==> src/rtl/clock_sel_pkg.sv <==
package clock_sel_pkg;
    typedef enum logic {
        ST_IDLE  = 1'b0,
        ST_SWEEP = 1'b1
    } sweep_state_e;
endpackage

==> src/rtl/clock_ref_bits.sv <==
module clock_ref_bits #(
    parameter int NUM_FRAMES = 8,
    localparam int IDX_W = (NUM_FRAMES > 1) ? $clog2(NUM_FRAMES) : 1
) (
    input  logic                  clk,
    input  logic                  rst_n,
    input  logic [NUM_FRAMES-1:0] set_i,
    input  logic                  clr_en_i,
    input  logic [IDX_W-1:0]      clr_idx_i,
    output logic [NUM_FRAMES-1:0] bits_o
);
    logic [NUM_FRAMES-1:0] bits_d, bits_q;

    // Per-frame next state: an access wins over a sweep clear
    for (genvar k = 0; k < NUM_FRAMES; k++) begin : g_frame
        logic clr_here;
        always_comb begin
            clr_here  = clr_en_i && (clr_idx_i == IDX_W'(k));
            bits_d[k] = set_i[k] | (bits_q[k] & ~clr_here);
        end
    end

    always_ff @(posedge clk or negedge rst_n) begin
        if (!rst_n) bits_q <= '0;
        else        bits_q <= bits_d;
    end

    assign bits_o = bits_q;
endmodule

==> src/rtl/clock_hand.sv <==
module clock_hand #(
    parameter int NUM_FRAMES = 8,
    localparam int IDX_W = (NUM_FRAMES > 1) ? $clog2(NUM_FRAMES) : 1
) (
    input  logic             clk,
    input  logic             rst_n,
    input  logic             step_i,
    output logic [IDX_W-1:0] hand_o
);
    localparam logic [IDX_W-1:0] LAST = IDX_W'(NUM_FRAMES - 1);

    logic [IDX_W-1:0] hand_d, hand_q;

    always_comb begin
        hand_d = hand_q;
        if (step_i) hand_d = (hand_q == LAST) ? '0 : hand_q + 1'b1;
    end

    always_ff @(posedge clk or negedge rst_n) begin
        if (!rst_n) hand_q <= '0;
        else        hand_q <= hand_d;
    end

    assign hand_o = hand_q;
endmodule

==> src/rtl/clock_victim_sel.sv <==
module clock_victim_sel
    import clock_sel_pkg::*;
#(
    parameter int NUM_FRAMES = 8,
    localparam int IDX_W = (NUM_FRAMES > 1) ? $clog2(NUM_FRAMES) : 1
) (
    input  logic                  clk,
    input  logic                  rst_n,
    input  logic [NUM_FRAMES-1:0] touch_i,
    input  logic                  evict_req_i,
    output logic                  victim_valid_o,
    output logic [IDX_W-1:0]      victim_idx_o
);
    typedef struct packed {
        sweep_state_e     state;
        logic             found;
        logic [IDX_W-1:0] victim;
    } ctl_t;

    ctl_t ctl_d, ctl_q;

    logic [NUM_FRAMES-1:0] ref_q;
    logic [IDX_W-1:0]      hand_q;
    logic                  step;
    logic                  clr_en;
    logic                  sweep_act;

    clock_ref_bits #(.NUM_FRAMES(NUM_FRAMES)) u_bits (
        .clk       (clk),
        .rst_n     (rst_n),
        .set_i     (touch_i),
        .clr_en_i  (clr_en),
        .clr_idx_i (hand_q),
        .bits_o    (ref_q)
    );

    clock_hand #(.NUM_FRAMES(NUM_FRAMES)) u_hand (
        .clk    (clk),
        .rst_n  (rst_n),
        .step_i (step),
        .hand_o (hand_q)
    );

    assign sweep_act = (ctl_q.state == ST_SWEEP);

    always_comb begin
        ctl_d       = ctl_q;
        ctl_d.found = 1'b0;
        step        = 1'b0;
        clr_en      = 1'b0;
        unique case (ctl_q.state)
            ST_IDLE: begin
                if (evict_req_i) ctl_d.state = ST_SWEEP;
            end
            ST_SWEEP: begin
                // requests are not looked at here: a running sweep absorbs them
                step = 1'b1;
                if (ref_q[hand_q]) begin
                    clr_en = 1'b1;
                end else begin
                    ctl_d.found  = 1'b1;
                    ctl_d.victim = hand_q;
                    ctl_d.state  = ST_IDLE;
                end
            end
            default: ctl_d.state = ST_IDLE;
        endcase
    end

    always_ff @(posedge clk or negedge rst_n) begin
        if (!rst_n) begin
            ctl_q.state  <= ST_IDLE;
            ctl_q.found  <= 1'b0;
            ctl_q.victim <= '0;
        end else begin
            ctl_q <= ctl_d;
        end
    end

    assign victim_valid_o = ctl_q.found;
    assign victim_idx_o   = ctl_q.victim;
endmodule

==> config.mk <==
export PLATFORM = sky130hd
export DESIGN_NAME = clock_victim_sel
export DESIGN_NICKNAME = d
export VERILOG_FILES = /design/src/rtl/clock_sel_pkg.sv /design/src/rtl/clock_ref_bits.sv /design/src/rtl/clock_hand.sv /design/src/rtl/clock_victim_sel.sv
export SDC_FILE = /design/constraint.sdc
export NUM_CORES = 1
export LEC_CHECK = 0
export ABC_AREA = 1
export ABC_CLOCK_PERIOD_IN_PS = 3200
export BUFFER_PORTS_ARGS = -buffer_cell sky130_fd_sc_hd__buf_4
export CAP_MARGIN = 0
export CORE_MARGIN = 10
export CORE_UTILIZATION = 57
export CTS_CLUSTER_SIZE = 16
export DETAILED_ROUTE_END_ITERATION = 8
export GPL_ROUTABILITY_DRIVEN = 0
export PLACE_DENSITY_LB_ADDON = 0.2
export RECOVER_POWER = 25
export SYNTH_ARGS = -nofsm -noshare
export SYNTH_HDL_FRONTEND = slang
export SYNTH_SLANG_ARGS = --single-unit
==> constraint.sdc <==
create_clock -name clk -period 3.2 [get_ports clk]
set_clock_uncertainty 0.05 [all_clocks]
set_input_delay 0.32 -clock clk [delete_from_list [all_inputs] [get_ports clk]]
set_output_delay 0.32 -clock clk [all_outputs]
set_load 0.02 [all_outputs]
==> impl_metrics.tcl <==
set metrics [dict create \
    die_h_um 58.84 \
    worstSetupEndpointType "flop" \
    cp-startpoint "u_hand.hand_o[0]" \
    route.detailed.drc 0 \
    r2r-start "u_hand.hand_o[0]" \
    area_growth_pct 16.30 \
    drt_iter0_drc 19 \
    io_pins 15 \
    avgViaCountPerCell 4.955 \
    timing.rr.end "sweep_act" \
    hold_start "touch_i[2]" \
    cts_resized 0 \
    period_share 0.4423 \
    min_path_type "primary input to flop" \
    final_nets 136 \
    start_util 0.6291 \
    ys_seq_elements 16 \
    synth_cell_types 17 \
    final_common_cell "nand2_1" \
    dr.pass1.iters 6 \
    grt_use_total 0.1053 \
    layout.cells.non_filler 133 \
    crit_path_end "sweep_act" \
    final_util 0.7317 \
    crit_fanout 9 \
    core_um2 1366 \
    ant_nets 0 \
    tightest_slew_ps 832.0 \
    wire_per_inst_um 12.66 \
    p_leak_nw 0.5631 \
    numCtsBuffers 3 \
    die_w_um 58.84 \
    max_cap_violations 0 \
    port_buffers 14 \
    rows 13 \
    postCtsSetupBuffers 0 \
    outcome "finished clean" \
    vias 659 \
    cts_max_level 1 \
    wl_um 1684 \
    seq_area_frac_synth 0.4658 \
    insertion_delay_ps 300 \
    slew_violations 0 \
    hold_viol_final 0 \
    syn_inst 102 \
    drive_above_1_share 0.2034 \
    placed_area_um2 957.2 \
    grt_pass1_wl_um 2877 \
    critPathRequiredTime_ps 3340 \
    critical_path_class "flop to flop" \
    syn-cell-area_um2 859.6 \
    relSlewSlack 0.4453 \
    reg2reg_depth 9 \
    synth-warning-count 0 \
    path_clk_slew_ps 100 \
    synth.avg_cell_area_um2 8.427 \
    synthTopCellsByArea "dfrtp_1, nand2_1, ha_1" \
    numClockSinks 16 \
    fmax_mhz 706.6 \
    setup_viol 0 \
    placed_cells 128 \
    netlist.area_leader.share 0.4658 \
    n_antenna_cell 0 \
    synth.net_count 119 \
    cp.arrival_ps 1550 \
    setup_ws_ps 1785 \
    cts_root_buf "clkbuf_4" \
    synth.largest_area_cell "dfrtp_1" \
    grt_setup_unrepaired "no" \
    final_cell_mix "nand2_1, inv_1, dfrtp_1" \
    fin_area_um2 999.7 \
    grt_max_degree 17 \
    period_minus_slack_ps 1415 \
    ir_drop_mv 0.5561 \
    hpwl_um 1303 \
    dp_worst_setup_slack_ps 1794 \
    power.density_nw_per_um2 940.5 \
    antenna_found_initial 0 \
    overflow 0 \
    cts_tree "yes" \
    dieArea_um2 3462 \
    grt_pass1_vias 636 \
    setup-tns-final_ps 0 \
    reg2reg_slack_ps 1780 \
    startpoint_type "flop" \
    cts_buffer_depth 2 \
]
-- worst min-delay path by stage --
stage	endpoint	cells past startpoint
detailed placement	victim_idx_o[2]	1
global route	u_bits.bits_o[2]	3
finish	u_bits.bits_o[2]	3
global placement	victim_idx_o[1]	1
CTS	u_bits.bits_o[2]	3
floorplan	sweep_act	0
-- repair_timing --
action / 4_1_cts / 5_1_grt
setup endpoints to repair: 0 / 0
endpoints found under the hold margin: 16 / 0
hold buffers: 1 / 0
-- cells by family after synthesis --
family	synth area share
AND/OR/NAND/NOR	0.2984
buffers and inverters	0.1135
flip-flops	0.4658
AO/OA/AOI/OAI	0.03492
adder cells (fa/ha/maj)	0.08733
-- synth_stat cells --
cell type,n
o21ai_1,3
inv_2,2
clkbuf_1,1
dfrtp_1,16
nor2_1,6
ha_1,6
nand3_2,1
nand4_1,8
inv_1,17
nand2_2,1
o21ai_0,2
nand3_1,6
a21oi_1,1
nand2_1,26
buf_6,2
or2_0,1
nand2_4,3
-- power by group --
group	total [mW]	switching, mW	internal (mW)
Clock	0.137	0.0673	0.0694
Sequential	0.372	0.0932	0.279
Combinational	0.432	0.264	0.168
-- worst max-delay path, cell delays in order (launching register included) --
cell and delay [ps]:
dfrtp_1 490, inv_2 130, nand2_1 90, nand3_1 70, nand2_2 100, nand2_4 90
nand2_4 100, nand2_4 70, inv_2 90, nor2_1 40
-- final cells by class --
class                           instances  area [um2]
Fill cell                             121       366.6
Inverter                               19       71.32
Timing Repair Buffer                   15       111.4
Sequential cell                        16       400.4
Clock buffer                            4       36.28
Tap cell                               15       18.77
Multi-Input combinational cell         64       361.6
-- sequential cells by signal, indices dropped and copies added, names as in the netlist --
signal          count
sweep_act           1
victim_valid_o      1
u_bits.bits_o       8
victim_idx_o        3
u_hand.hand_o       3
-- per-layer routing --
metal  GRT usage  up-vias  routed length, um
met5           0        -                  0
met3     0.05365        0                122
met2      0.1652       19                809
met1      0.1264      290                752
li1            -      350                  -
met4     0.01967        0                  0
-- through the flow --
stage                     power (mW)  hold slack (ps)
after floorplan               0.7057           -25.59
after global placement        0.7894            136.4
after detailed placement      0.8067            139.6
after CTS                     0.9434            153.0
after global routing           1.024            158.9
final                         0.9402            147.6
(Power assumes the default switching activity.)
